`config.mk`:
```
export PLATFORM = sky130hd
export DESIGN_NAME = pwm_deadband
export DESIGN_NICKNAME = d
export VERILOG_FILES = /design/src/rtl/dbp_pkg.sv /design/src/rtl/dbp_cfg_reg.sv /design/src/rtl/dbp_edge.sv /design/src/rtl/dbp_timer.sv /design/src/rtl/pwm_deadband.sv
export SDC_FILE = /design/constraint.sdc
export NUM_CORES = 1
export LEC_CHECK = 0
export BUFFER_PORTS_ARGS = -buffer_cell sky130_fd_sc_hd__buf_2
export CAP_MARGIN = 15
export CORE_MARGIN = 10
export CORE_UTILIZATION = 55
export CTS_CLUSTER_DIAMETER = 120
export DETAILED_ROUTE_END_ITERATION = 16
export GPL_TIMING_DRIVEN = 0
export PLACE_DENSITY = 0.78
export SYNTH_ARGS = -nofsm -noshare
export SYNTH_HDL_FRONTEND = slang
export SYNTH_SLANG_ARGS = --single-unit
```
`constraint.sdc`:
```
create_clock -name clk -period 4.7 [get_ports clk]
set_input_delay 0.47 -clock clk [delete_from_list [all_inputs] [get_ports clk]]
set_output_delay 0.47 -clock clk [all_outputs]
set_load 0.05 [all_outputs]
```
`src/rtl/dbp_pkg.sv`:
```
package dbp_pkg;
    typedef struct packed {
        logic hi;
        logic lo;
    } dbp_pair_t;

    localparam dbp_pair_t DBP_PAIR_IDLE = '{hi: 1'b0, lo: 1'b0};
endpackage

```
`src/rtl/dbp_cfg_reg.sv`:
```
module dbp_cfg_reg #(
    parameter int CNT_W = 7
) (
    input  logic             clk,
    input  logic             rst_n,
    input  logic             we,
    input  logic [CNT_W:0]   wdata,
    output logic             ins_on,
    output logic [CNT_W-1:0] len
);
    localparam int CFG_W = CNT_W + 1;

    logic [CFG_W-1:0] word_d, word_q;

    always_comb begin
        word_d = word_q;
        if (we) word_d = wdata;
    end

    always_ff @(posedge clk or negedge rst_n) begin
        if (!rst_n) word_q <= '0;
        else        word_q <= word_d;
    end

    assign ins_on = word_q[CNT_W];
    assign len    = word_q[CNT_W-1:0];


    cfg_load_chk: assert property (@(posedge clk) disable iff (!rst_n)
        we |=> ({ins_on, len} == $past(wdata)));
endmodule

```
`src/rtl/dbp_edge.sv`:
```
module dbp_edge (
    input  logic clk,
    input  logic rst_n,
    input  logic raw,
    output logic changed
);
    logic prev_d, prev_q;

    always_comb begin
        prev_d = raw;
    end

    always_ff @(posedge clk or negedge rst_n) begin
        if (!rst_n) prev_q <= 1'b0;
        else        prev_q <= prev_d;
    end

    assign changed = (raw != prev_q);
endmodule

```
`src/rtl/dbp_timer.sv`:
```
module dbp_timer #(
    parameter int CNT_W = 7
) (
    input  logic             clk,
    input  logic             rst_n,
    input  logic             arm,
    input  logic [CNT_W-1:0] arm_val,
    input  logic             clr,
    input  logic             tick,
    output logic             done
);
    logic [CNT_W-1:0] rem_d, rem_q;

    always_comb begin
        rem_d = rem_q;
        if (clr)                          rem_d = '0;
        else if (arm)                     rem_d = arm_val;
        else if (tick && (rem_q != '0))   rem_d = rem_q - 1'b1;
    end

    always_ff @(posedge clk or negedge rst_n) begin
        if (!rst_n) rem_q <= '0;
        else        rem_q <= rem_d;
    end

    assign done = (rem_d == '0);


    no_tick_hold_chk: assert property (@(posedge clk) disable iff (!rst_n)
        (!arm && !clr && !tick) |=> (rem_q == $past(rem_q)));
endmodule

```
`src/rtl/pwm_deadband.sv`:
```
module pwm_deadband #(
    parameter int CNT_W = 7
) (
    input  logic             clk,
    input  logic             rst_n,
    input  logic             cfg_we,
    input  logic [CNT_W:0]   cfg_wdata,
    input  logic             cnt_tick,
    input  logic             pwm_raw,
    output logic             out_hi,
    output logic             out_lo
);
    import dbp_pkg::*;

    logic             ins_on;
    logic [CNT_W-1:0] len;
    logic             raw_edge;
    logic             tmr_done;
    logic             len_zero;
    logic             delay_on;

    dbp_pair_t pair_d, pair_q;

    dbp_cfg_reg #(.CNT_W(CNT_W)) u_cfg (
        .clk(clk), .rst_n(rst_n), .we(cfg_we), .wdata(cfg_wdata),
        .ins_on(ins_on), .len(len)
    );

    dbp_edge u_edge (
        .clk(clk), .rst_n(rst_n), .raw(pwm_raw), .changed(raw_edge)
    );

    assign len_zero = (len == '0);
    assign delay_on = ins_on && !len_zero;

    dbp_timer #(.CNT_W(CNT_W)) u_tmr (
        .clk(clk), .rst_n(rst_n),
        .arm(delay_on && raw_edge), .arm_val(len),
        .clr(!delay_on), .tick(cnt_tick), .done(tmr_done)
    );

    always_comb begin
        pair_d = DBP_PAIR_IDLE;
        if (!ins_on) begin
            pair_d.hi = pwm_raw;
            pair_d.lo = !pwm_raw;
        end else if (!len_zero) begin
            pair_d.hi = pwm_raw && tmr_done;
            pair_d.lo = !pwm_raw && tmr_done;
        end
    end

    always_ff @(posedge clk or negedge rst_n) begin
        if (!rst_n) pair_q <= DBP_PAIR_IDLE;
        else        pair_q <= pair_d;
    end

    assign out_hi = pair_q.hi;
    assign out_lo = pair_q.lo;


    no_overlap_chk: assert property (@(posedge clk) disable iff (!rst_n)
        !(out_hi && out_lo));


    hi_fall_fast_chk: assert property (@(posedge clk) disable iff (!rst_n)
        !pwm_raw |=> !out_hi);


    lo_fall_fast_chk: assert property (@(posedge clk) disable iff (!rst_n)
        pwm_raw |=> !out_lo);


    zero_len_low_chk: assert property (@(posedge clk) disable iff (!rst_n)
        (ins_on && len_zero) |=> (!out_hi && !out_lo));


    bypass_pair_chk: assert property (@(posedge clk) disable iff (!rst_n)
        !ins_on |=> ((out_hi == $past(pwm_raw)) && (out_lo != $past(pwm_raw))));


    wait_low_chk: assert property (@(posedge clk) disable iff (!rst_n)
        (delay_on && !tmr_done) |=> (!out_hi && !out_lo));
endmodule

```
==> results.md, run 1 <==
Worst setup path:
- The required time at the endpoint of the critical path is roughly 5 ns.
- Following the worst setup path forward leads to its endpoint at out_lo.
- The endpoint class of the critical path is a flip-flop.
- The kind of start point of the critical path is a flip-flop.
- STA puts the critical path data arrival time at 2.53 ns.
- The worst register-to-register path has a depth of 5.
- The startpoint identified for the worst register-to-register timing path is u_tmr.rem_q[3].
- The peak fanout along the critical path is 6.
- The kind of critical path is reg -> reg.
- The endpoint identified for the worst register-to-register timing path is out_lo.
- In this run the worst setup path begins at u_tmr.rem_q[3].
- The worst reg-to-reg setup slack is approximately 2.4 ns.

Yosys:
- Multiplexer cells account for 9.517% of the synthesized area.
- The synthesized flop and latch total is 18.
- The synthesized netlist devotes between 10% and 20% of its cell area to compound gates.
- The area share of the leading cell type in the synthesized netlist is between 40% and 50%.
- After synthesis, the largest family of logic cells by area is simple AND/OR/NAND/NOR gates.
- Ranked by total cell area, the synthesized netlist is headed by dfrtp_1 (48%), mux2_2 (8.4%), nor2_1 (3.6%).
- The largest area contributor in the synthesized netlist is dfrtp_1.
- After synthesis, the mean cell area works out to between 10 and 15 um^2.
- The main flop type after synthesis is dfrtp_1.
- By count the netlist is led by dfrtp_1 (18), nor2_1 (9), mux2_2 (7).
- The XOR/XNOR share of the synthesized area is between 2 and 3%.
- Of all flip-flops after synthesis, the portion carrying an async set or reset was 100.0%.
- The number of different library cells used by synthesis comes to 33.
- The number of synthesized flops with an enable pin is 0.
- Synthesis produced a netlist whose cell count is just under 90.
- Sequential cells were found to cover roughly 48% of the synthesized design area.
- The fraction of the mapped netlist area in simple logic gates is 19.84%.
- The cell area after synthesis is 933.4 um^2.
- In the post-synthesis netlist, the cell with the most instances is dfrtp_1.
- Of the total synthesized cell area, the portion taken by full adders, half adders and majority gates is 2.681%.
- The number of nets in the synthesized netlist is 102.
- During synthesis, Yosys emitted a total of 0 warnings.

Floorplanning:
- The floorplan step defined a die boundary enclosing 0.003745 mm^2.
- The effective utilization at floorplan is between 50% and 60%.
- The die width is ~61 um.
- The initialized floorplan defines 14 standard-cell rows.
- The I/O pin count is 15.
- The die is ~61 um tall.
- The core region is roughly 0.0016 mm^2.

CTS:
- The number of setup buffers added after CTS is 0.
- The CTS buffer count is 3.
- In this run the deepest clock path goes through 2 buffers.
- After clock tree synthesis, the clock-pin slew on the worst setup and hold paths is 0.09 ns.
- In this run the number of H-tree levels came out at 1.
- The later-pin clock latency in the skew report is approximately 0.29 ns.
- TritonCTS built the clock tree.
- The root buffer cell chosen for the clock tree is clkbuf_4.
- The count of instances resized after the clock tree is built is 0.
- The hold buffer count at CTS is 0.
- Clock tree synthesis found a total of 18 sinks.

STA:
- The clock period minus final worst setup slack is between 2 and 2.5 ns.
- At the pin with the least slew margin, the transition time is ~0.48 ns.
- The number of endpoints failing setup at the final stage is 0.
- Based on the critical path, the design can be clocked at up to roughly 430 MHz.
- In the finished design, the share of the clock period the worst path needs comes to between 40% and 50%.
- Summed over all failing endpoints, the final setup total negative slack is 0 ns.
- The total count of hold-check failures in the final report came to 0.
- The final-report max-slew violation count is 0.
- The max-slew headroom at the worst pin is around two thirds.
- On the final layout, the worst hold slack is around 0.082 ns.
- Setup repair after global routing left no endpoint under its margin.
- The final clock skew is 0.003713 ns.
- Setup slack on the critical path of the routed design comes to 2.362 ns.

Power and ir drop:
- The largest vdd supply drop is roughly 250 uV.
- The total power density per cell area is 364.5 mW/mm^2.
- In this run the static leakage power is about 0.46 nW.

Routing:
- The remaining design rule violation count is 0.
- The first-pass detailed-route iteration total is 4.
- The detailed-route via count is a little over 700.
- In the final routed layout, each cell accounts on average for 16.13 um.
- The routed wire length is between 1500 and 2000 um.
- The via-per-instance ratio is between 5 and 6.
- The first routing iteration left 17 violations.
- In this run the remaining antenna-violating nets after routing total 0.

Cells and area:
- The net count reported at finish is 120.
- 0 antenna diodes ended up in the layout.
- Cells fill 66.77% of the core in the end.
- The area growth from synthesis to layout is 11.53%.
- Of the cells placed in the final design, the portion with a size suffix greater than 1 is 29.13%.

Placement:
- Port buffering added 13 buffers.
- The sum of net half-perimeters after detailed placement is 1547 um.
- Routability-driven placement finished with a final weighted congestion of around 0.83.
- The worst-case setup slack after placement is about 2.4 ns.

Status:
- The run finished with clean final reports.

GRT:
- The aggregate global-route resource usage is 11.97%.
- The leftover overflow at the end of global routing is 0.
- The first-pass GRT wire length is roughly 3400 um.
- Entering global routing, the biggest net connects 19 pins.
- The number of global-route vias before repair is between 700 and 800.
- The number of antenna violations at the first check in global routing was 0.

Run:
- The count of maximum capacitance violations is 0.

Hold path:
- The min-delay analysis places its worst path in the category in -> async.
## metal layers
metal | wire (um) | track usage (%) | vias up
met5 | 0 | 0 | -
met4 | 42 | 5.863 | 0
met3 | 85 | 2.675 | 5
met2 | 990 | 21.01 | 17
met1 | 802 | 13.32 | 341
li1 | - | - | 350
## stage by stage
step	total power, mW	instance area (um^2)	cells
finish	0.3794	1041	119
CTS	0.3818	1041	119
global placement	0.3017	1018	116
detailed placement	0.3083	1018	116
global route	0.4030	1041	119
floorplan	0.2749	933.4	87
## how the worst min path moves through the flow
stage               startpoint               to  slack [ns]
floorplan                rst_n           out_hi        0.17
global placement         rst_n  u_cfg.word_q[6]        0.41
detailed placement       rst_n  u_cfg.word_q[4]        0.41
CTS                      rst_n  u_cfg.word_q[0]        0.09
global route             rst_n  u_cfg.word_q[0]        0.10
finish                   rst_n   u_tmr.rem_q[2]        0.08
## power breakdown
group / switching, mW / internal [mW]
clock: 0.0446 / 0.0298
sequential: 0.0166 / 0.174
combinational: 0.0646 / 0.0502
total: 0.126 / 0.254
## registers in the layout, indices dropped and copies added, names as in the netlist
name           count
u_edge.prev_q      1
out_lo             1
u_cfg.word_q       8
out_hi             1
u_tmr.rem_q        7
## critical path: stages, from the launching register on
cell and delay, ns:
dfrtp_1 0.45, or4_4 0.57, or4_2 0.57, a31oi_1 0.25, o311ai_0 0.19, nor3b_2 0.21
## cells in the final DEF, fill, tap and decap left out, drive strengths merged, types with 3 or more instances in the layout
cell type and n:
buf 13, o21ai 4, a211oi 3, inv 4
mux2 7, nor2 9, nor2b 4, nand2 6
or4 3, dfrtp 18, a21oi 3, clkbuf 5
## kinds of logic after synthesis
family	after synthesis
AND/OR/NAND/NOR	32
AO/OA/AOI/OAI	18
flip-flops	18
multiplexers	8
buffers and inverters	6
XOR/XNOR	3
adder cells (fa/ha/maj)	2
## area by class of cell
| class | instances | area (um^2) |
|---|---|---|
| multi-input combinational | 63 | 460.4 |
| inverter | 4 | 15.01 |
| buffer | 2 | 7.507 |
| fill | 143 | 518.0 |
| timing repair buffer | 13 | 65.06 |
| clock buffer | 3 | 22.52 |
| tap | 16 | 20.02 |
| sequential | 18 | 450.4 |
Power figures use the tool's default switching activity.
==> run 2: changes to the inputs <==
--- a/config.mk
+++ b/config.mk
@@ -8,11 +8,11 @@
 export BUFFER_PORTS_ARGS = -buffer_cell sky130_fd_sc_hd__buf_2
 export CAP_MARGIN = 15
 export CORE_MARGIN = 10
-export CORE_UTILIZATION = 55
+export CORE_UTILIZATION = 48
 export CTS_CLUSTER_DIAMETER = 120
 export DETAILED_ROUTE_END_ITERATION = 16
 export GPL_TIMING_DRIVEN = 0
-export PLACE_DENSITY = 0.78
+export PLACE_DENSITY = 0.72
 export SYNTH_ARGS = -nofsm -noshare
 export SYNTH_HDL_FRONTEND = slang
 export SYNTH_SLANG_ARGS = --single-unit
==> constraint.sdc (replaced) <==
create_clock -name clk -period 1.88 [get_ports clk]
set_input_delay 0.188 -clock clk [delete_from_list [all_inputs] [get_ports clk]]
set_output_delay 0.188 -clock clk [all_outputs]
set_load 0.05 [all_outputs]
==> run 2 against run 1 <==
  * The run now ends with negative setup slack left
  * Critical endpoint unchanged
  * Combinational power rose to 2.9 times the previous value
  * Clock-buffer cell count grew 1
  * Clock power rose to 3.3 times the previous value
  * Setup slack worse by 2.6 ns
  * Sequential power grew 150%
  * Cell area is 8.8% higher
  * Largest power group unchanged
  * Die area up 9.7%
  * Clock skew rose by 0.0065 ns
  * Critical path type unchanged
  * First-iteration DRC count is 18% higher
==> results.md, run 2 (synthesis results as in run 1) <==
Run:
- The count of maximum capacitance violations is 0 (unchanged).

STA:
- The maximum clock frequency is 475.0 MHz (+11%).
- The post-layout worst setup margin is -0.2253 ns (-2.587 ns).
- The max-slew headroom at the worst pin is 70.92% (+3.0 points).
- The final-report max-slew violation count was 0 (unchanged).
- The portion of the clock cycle consumed by the worst path in the final layout is 112.0% (+62 points).
- The number of endpoints failing setup at the final stage is 3 (+3).
- Setup repair after global routing could not meet its margin everywhere.
- The slew at the pin with the worst max-slew slack is 0.4362 ns (-0.03908 ns).
- The clock period minus final worst setup slack is 2.105 ns (-0.2330 ns).
- The final clock skew is 0.01020 ns (+0.006485 ns).
- The total count of hold-check failures in the final report is 0 (unchanged).

Routing:
- The post-detailed-route count of antenna-violating nets was 0 (unchanged).
- The routed wire length came to 2054 um (+7.0%).
- The iteration-0 DRC count of the detailed router is 20 (+3).
- The detailed-route via count is 740 (+3.8%).
- The remaining design rule violation count is 0 (unchanged).
- The per-cell routed wire length is 15.44 um (-4.3%).
- The first-pass detailed-route iteration total is 4 (unchanged).
- The via-per-instance ratio was 5.564 (-7.1%).

CTS:
- The total clock sinks is 18 (unchanged).
- The CTS buffer count is 3 (unchanged).
- TritonCTS built the clock tree.
- The later-pin clock latency in the skew report is 0.31 ns (+0.02 ns).
- The count of H-tree levels built during CTS is 1 (unchanged).
- The root buffer cell is clkbuf_4.
- The worst-case clock buffer depth was 2 (unchanged).
- The clock-pin slew of the registers on the worst-case setup and hold paths was 0.11 ns (+0.02 ns).

Worst setup path:
- The required time at the endpoint of the critical path is 2.09 ns (-2.80 ns).
- The worst reg-to-reg setup slack is -0.23 ns (-2.59 ns).
- The data arrival time at the worst-slack endpoint is 2.31 ns (-0.22 ns).
- STA classifies the critical path startpoint as a flip-flop.
- The critical path is of the reg -> reg type.
- The endpoint class of the critical path is a flip-flop.
- The peak fanout along the critical path came to 4 (-2).

Power and ir drop:
- The largest vdd supply drop was 524.5 uV (+110%).
- The leakage power total is 0.5009 nW (+8.0%).
- The total power density per cell area is 926.3 mW/mm^2 (+150%).
- The net switching power is 343.1 uW (+170%).
- The clock network power share is 23.4% (+3.8 points).
- The combinational share of power is 31.8% (+1.5 points).
- The switching power as a share of total power was 32.71% (-0.44 points).
- The cell internal power dissipation is 705.8 uW (+180%).
- The share of power burned in registers was 44.8% (-5.3 points).

Placement:
- The sum of net half-perimeters after detailed placement is 1499 um (-3.1%).
- The placed instance area is 0.001036 mm^2 (+1.7%).
- The final weighted congestion in routability-driven placement is 0.8799 (+6.4%).
- The number of port buffers came to 13 (unchanged).
- The number of cells after detailed placement is 125 (+7.8%).

GRT:
- The number of global-route vias before repair came to 793 (+1.3%).
- The maximum number of pins on one net before global-route repair is 19 (unchanged).
- The first-pass GRT wire length is 3394 um (+0.38%).
- The aggregate global-route resource usage is 10.38% (-1.6 points).
- The leftover overflow at the end of global routing is 0 (unchanged).
- The number of antenna violations at the first check in global routing is 0 (unchanged).

Cells and area:
- The count of inserted antenna diode cells is 0 (unchanged).
- The net count reported at finish is 124 (+3.3%).
- The flip-flop count of the largest register after layout was 8 (unchanged).
- In the layout the commonest cells are dfrtp_1 (18), buf_2 (13), nor2_1 (9).
- The non-filler instance count after layout is 133 (+12%).
- The final core utilization is 63.51% (-3.3 points).
- The commonest non-fill, non-tap cell in the layout is dfrtp_1.
- The cell area after layout is 0.001132 mm^2 (+8.8%).
- From synthesis to final layout, the design area changed by 21.31%.
- The fraction of final layout cells with drive strength greater than 1 came to 37.96% (+8.8 points).
- The register ranked first by flip-flop count is u_cfg.word_q.
- The largest registers in the layout are u_cfg.word_q: 8 flops, u_tmr.rem_q: 7 flops.

Floorplanning:
- The area of the die is 0.004108 mm^2 (+9.7%).
- The die width came to 64.10 um (+4.7%).
- The I/O pin count came to 15 (unchanged).
- The die outline height came to 64.10 um (+4.7%).
- The row count is 15 (+1).
- The effective utilization at floorplan is 52.35% (-7.5 points).
- The core area was 0.001783 mm^2 (+14%).

Status:
- The run finished, with violations left.
- The checks that failed: negative setup slack.

Hold path:
- The worst hold-check path type is in -> reg.
run 2: cell type report:
| type | count | area (um^2) |
|---|---|---|
| well taps | 25 | 31.28 |
| plain buffers | 2 | 8.758 |
| repair buffers | 17 | 97.59 |
| flip-flops and latches | 18 | 450.4 |
| clock buffers | 4 | 36.28 |
| multi-input cells | 63 | 493.0 |
| fillers | 159 | 650.6 |
| inverters | 4 | 15.01 |
run 2: critical path, cell delays in order, from the launching register on:
cell and delay [ns]:
dfrtp_1 0.40, or4b_4 0.56, or4_1 0.48, a31o_2 0.26
nand2_1 0.06, o41a_1 0.18, nor3b_2 0.06
run 2: path summary, 6_finish.rpt:
| kind | startpoint | endpoint | cells past startpoint |
|---|---|---|---|
| worst min-delay path | pwm_raw | u_edge.prev_q | 1 |
| min in group asynchronous | rst_n | u_tmr.rem_q[4] | 2 |
| worst max-delay path | u_tmr.rem_q[1] | out_lo | 6 |
| max in group asynchronous | rst_n | u_cfg.word_q[2] | 2 |
| worst min register to register | u_cfg.word_q[6] | u_cfg.word_q[6] | 1 |
| worst max register to register | u_tmr.rem_q[1] | out_lo | 6 |
run 2: power groups by stage:
| stage | sequential (mW) | combinational [mW] | clock (mW) |
|---|---|---|---|
| 6_report | 0.470 | 0.333 | 0.246 |
| 5_1_grt | 0.476 | 0.372 | 0.269 |
| 4_1_cts | 0.467 | 0.321 | 0.253 |
| 3_5_place_dp | 0.483 | 0.289 | 0 |
| 3_3_place_gp | 0.482 | 0.282 | 0 |
| 2_1_floorplan | 0.492 | 0.202 | 0 |
run 2: per-layer routing:
metal | share of wire (%) | vias to the layer above | track usage, %
met2 | 48 | 20 | 16.79
met4 | 2.1 | 0 | 5.882
met1 | 43 | 359 | 11.41
met5 | 0 | - | 0
li1 | - | 356 | -
met3 | 7.0 | 5 | 4.007
run 2: what timing repair did:
item                                    in CTS  in global routing
resized for setup                            2                  4
endpoints found under the setup margin       3                  4
pin swaps                                    1                  1
endpoints found under the hold margin       18                  0
buffers inserted                             3                  0
hold buffers                                 1                  0
run 2: metrics by stage:
stage | power [mW] | setup TNS (ns) | setup slack [ns] | hold WS [ns]
after floorplan | 0.6949 | -0.2341 | -0.1205 | -0.1076
after global placement | 0.7633 | -0.4118 | -0.2157 | 0.1346
after detailed placement | 0.7721 | -0.4788 | -0.2433 | 0.1429
after CTS | 1.041 | -0.4414 | -0.2268 | 0.05714
after global routing | 1.116 | -0.6607 | -0.2854 | 0.06466
final | 1.049 | -0.4704 | -0.2253 | 0.05685
==> run 3: changes to the inputs <==
--- a/config.mk
+++ b/config.mk
@@ -13,6 +13,7 @@
 export DETAILED_ROUTE_END_ITERATION = 16
 export GPL_TIMING_DRIVEN = 0
 export PLACE_DENSITY = 0.72
+export REMOVE_ABC_BUFFERS = 1
 export SYNTH_ARGS = -nofsm -noshare
 export SYNTH_HDL_FRONTEND = slang
 export SYNTH_SLANG_ARGS = --single-unit
==> run 3 against run 2 <==
  * Sequential share of layout area down 0.088 points
  * First-iteration DRC count is 25% higher
  * Core utilization up 0.14 points
  * Critical endpoint unchanged
  * Final cell count is the same
  * The run still ends with negative setup slack left
  * Critical path type unchanged
  * Clock-buffer cell count stayed put
  * Power is essentially flat
  * Cell area rose by 0.22%
  * Via count decreased by 0.41%
  * Clock power shrank 2%
==> results.md, run 3 (synthesis results as in run 1) <==
Worst setup path:
- Walking the worst path, the cells encountered are buf_4, nor4_1, a211oi_1, a21oi_1, a211oi_1, o41a_1, nor3b_2.
- The instance count on the critical path is 7 (+1).
- The data arrival time at the worst-slack endpoint is 2.35 ns (+0.04 ns).
- The critical path ends at out_lo.
- The family with the most delay on the worst path is compound AO/OA/AOI/OAI gates.
- The highest-delay cell along the critical path is o41a_1.
- The largest incremental delay on the critical path is 0.49 ns (-0.07 ns).
- The count of cells along the worst register-to-register path is 7 (+1).
- The kind of start point of the critical path is a flip-flop.
- The worst reg-to-reg setup slack is -0.25 ns (-0.02 ns).
- The peak fanout along the critical path is 5 (+1).
- The kind of critical path is reg -> reg.
- The origin of the critical flop-to-flop path is u_tmr.rem_q[3].
- The worst setup path is captured at a flip-flop.
- The endpoint identified for the worst register-to-register timing path is out_lo.
- The worst setup path startpoint is u_tmr.rem_q[3].
- The required time at the endpoint of the critical path came to 2.10 ns (about the same).
- The count of buffer and inverter cells on the critical path is 1 (+1).
- The cell type with the highest occurrence count on the critical path is a211oi_1.

Routing:
- The via-per-instance ratio is 5.541 (-0.41%).
- The post-detailed-route count of antenna-violating nets is 0 (unchanged).
- The first-pass detailed-route iteration total is 4 (unchanged).
- The remaining design rule violation count is 0 (unchanged).
- The routed wire length was 2035 um (-0.93%).
- The iteration-0 DRC count of the detailed router is 25 (+25%).
- The detailed-route via count was 737 (-0.41%).
- The per-cell routed wire length is 15.30 um (-0.93%).

STA:
- Setup repair after global routing could not meet its margin everywhere.
- The portion of the clock cycle consumed by the worst path in the final layout is 113.1% (+1.1 points).
- The maximum clock frequency is 470.5 MHz (-0.95%).
- The max-slew headroom at the worst pin is 59.03% (-12 points).
- The clock period minus final worst setup slack is 2.125 ns (+0.02017 ns).
- The final clock skew is 0.009306 ns (-0.0008926 ns).
- The slew at the pin with the worst max-slew slack is 0.6116 ns (+0.1754 ns).
- The final-report max-slew violation count is 0 (unchanged).
- The number of endpoints failing setup at the final stage is 2 (-1).
- The total count of hold-check failures in the final report is 0 (unchanged).
- The post-layout worst setup margin came to -0.2455 ns (-0.02017 ns).

Status:
- The checks that failed: negative setup slack.
- The run finished, with violations left.

Floorplanning:
- The effective utilization at floorplan is 52.35% (unchanged).
- The row count is 15 (unchanged).
- The core area is 0.001783 mm^2 (unchanged).
- The die outline height is 64.10 um (unchanged).
- The area of the die came to 0.004108 mm^2 (unchanged).
- The I/O pin count came to 15 (unchanged).
- The die width is 64.10 um (unchanged).

Power and ir drop:
- The switching power as a share of total power is 32.55% (-0.16 points).
- The combinational share of power is 32.2% (+0.4 points).
- The leakage power total is 0.5084 nW (+1.5%).
- The total power draw is 1.048 mW (about the same).
- The share of power burned in registers was 44.9% (about the same).
- The cell internal power dissipation is 707.1 uW (+0.17%).
- The clock network power share is 22.9% (-0.5 points).
- The total power density per cell area was 923.7 mW/mm^2 (-0.28%).
- The largest vdd supply drop is 635.9 uV (+21%).
- The net switching power is 341.2 uW (-0.56%).

Cells and area:
- The final core utilization came to 63.65% (+0.14 points).
- The commonest non-fill, non-tap cell in the layout is dfrtp_1.
- In the layout the commonest cells are dfrtp_1 (18), buf_2 (14), nor2_1 (9).
- The count of inserted antenna diode cells is 0 (unchanged).
- The flip-flop count of the largest register after layout is 8 (unchanged).
- The register ranked first by flip-flop count is u_cfg.word_q.
- The net count reported at finish is 124 (unchanged).
- In the final layout, the registers with the most flip-flops are u_cfg.word_q: 8 flops, u_tmr.rem_q: 7 flops.
- The fraction of final layout cells with drive strength greater than 1 is 37.04% (-0.93 points).
- The synthesis-to-layout area growth is 21.58%.

Hold path:
- The cell depth of the worst min-delay path came to 1 (unchanged).
- In this run the worst hold path is classified as in -> reg.

CTS:
- The later-pin clock latency in the skew report is 0.30 ns (about the same).
- TritonCTS built the clock tree.
- The total clock sinks was 18 (unchanged).
- The count of H-tree levels built during CTS was 1 (unchanged).
- The root buffer cell is clkbuf_4.
- The CTS buffer count came to 3 (unchanged).
- The clock-pin slew of the registers on the worst-case setup and hold paths is 0.11 ns (about the same).
- The worst-case clock buffer depth is 2 (unchanged).

GRT:
- The met1 usage in global routing came to 10.01% (-1.4 points).
- The global-route track usage on met3 is 4.878% (+0.87 points).
- The aggregate global-route resource usage came to 10.10% (-0.28 points).
- The number of antenna violations at the first check in global routing was 0 (unchanged).
- The number of global-route vias before repair is 829 (+4.5%).
- The first-pass GRT wire length is 3429 um (+1.0%).
- The leftover overflow at the end of global routing is 0 (unchanged).
- In this run the most used layer during global routing was met2.
- The maximum number of pins on one net before global-route repair is 19 (unchanged).
- The met2 track demand over resource in global routing is 18.03% (+1.2 points).

Placement:
- The number of port buffers came to 14 (+1).
- The sum of net half-perimeters after detailed placement is 1496 um (-0.24%).
- The final weighted congestion in routability-driven placement is 0.8928 (+1.5%).

Run:
- The count of maximum capacitance violations is 0 (unchanged).
## run 3: worst min-delay path by stage
stage                       start              to  slack (ns)
after floorplan             rst_n          out_hi       -0.11
after detailed placement    rst_n  u_tmr.rem_q[4]        0.14
final                     pwm_raw   u_edge.prev_q        0.08
after global routing      pwm_raw   u_edge.prev_q        0.07
after CTS                 pwm_raw   u_edge.prev_q        0.08
after global placement      rst_n  u_tmr.rem_q[4]        0.13
## run 3: cell type report
cell class | count | area, um^2
Fill cell | 166 | 648.1
Multi-Input combinational cell | 63 | 491.7
Sequential cell | 18 | 450.4
Timing Repair Buffer | 19 | 110.1
Clock buffer | 4 | 36.28
Tap cell | 25 | 31.28
Inverter | 4 | 15.01
## run 3: per-layer routing
layer,share of wire [%],up-vias,wire length [um]
met5,0,-,0
met3,6.5,4,133
met1,41,363,832
met4,0.93,0,19
li1,-,356,-
met2,52,14,1049
## run 3: power by group through the flow
| stage | logic, mW | registers (mW) | clock network [mW] |
|---|---|---|---|
| after floorplan | 0.192 | 0.491 | 0 |
| after global placement | 0.275 | 0.480 | 0 |
| after detailed placement | 0.283 | 0.482 | 0 |
| after CTS | 0.332 | 0.469 | 0.244 |
| after global routing | 0.365 | 0.477 | 0.261 |
| final | 0.337 | 0.470 | 0.240 |
## run 3: metrics by stage
step	hold slack, ns	std cells	setup slack [ns]	instance area [um^2]	setup TNS (ns)
final	0.08431	133	-0.2455	1135	-0.4902
after global routing	0.06858	133	-0.3040	1135	-0.6608
after CTS	0.07721	133	-0.2180	1132	-0.4347
after detailed placement	0.1404	124	-0.3640	1027	-0.9010
after global placement	0.1333	124	-0.3604	1027	-0.8250
after floorplan	-0.1076	85	-0.2032	925.9	-0.4052
## run 3: timing repair
action | in CTS | in global routing
hold buffers | 1 | 0
setup buffers | 4 | 0
pin swaps | 4 | 1
hold endpoints to repair | 18 | 0
resized for setup | 6 | 1
endpoints found under the setup margin | 4 | 3
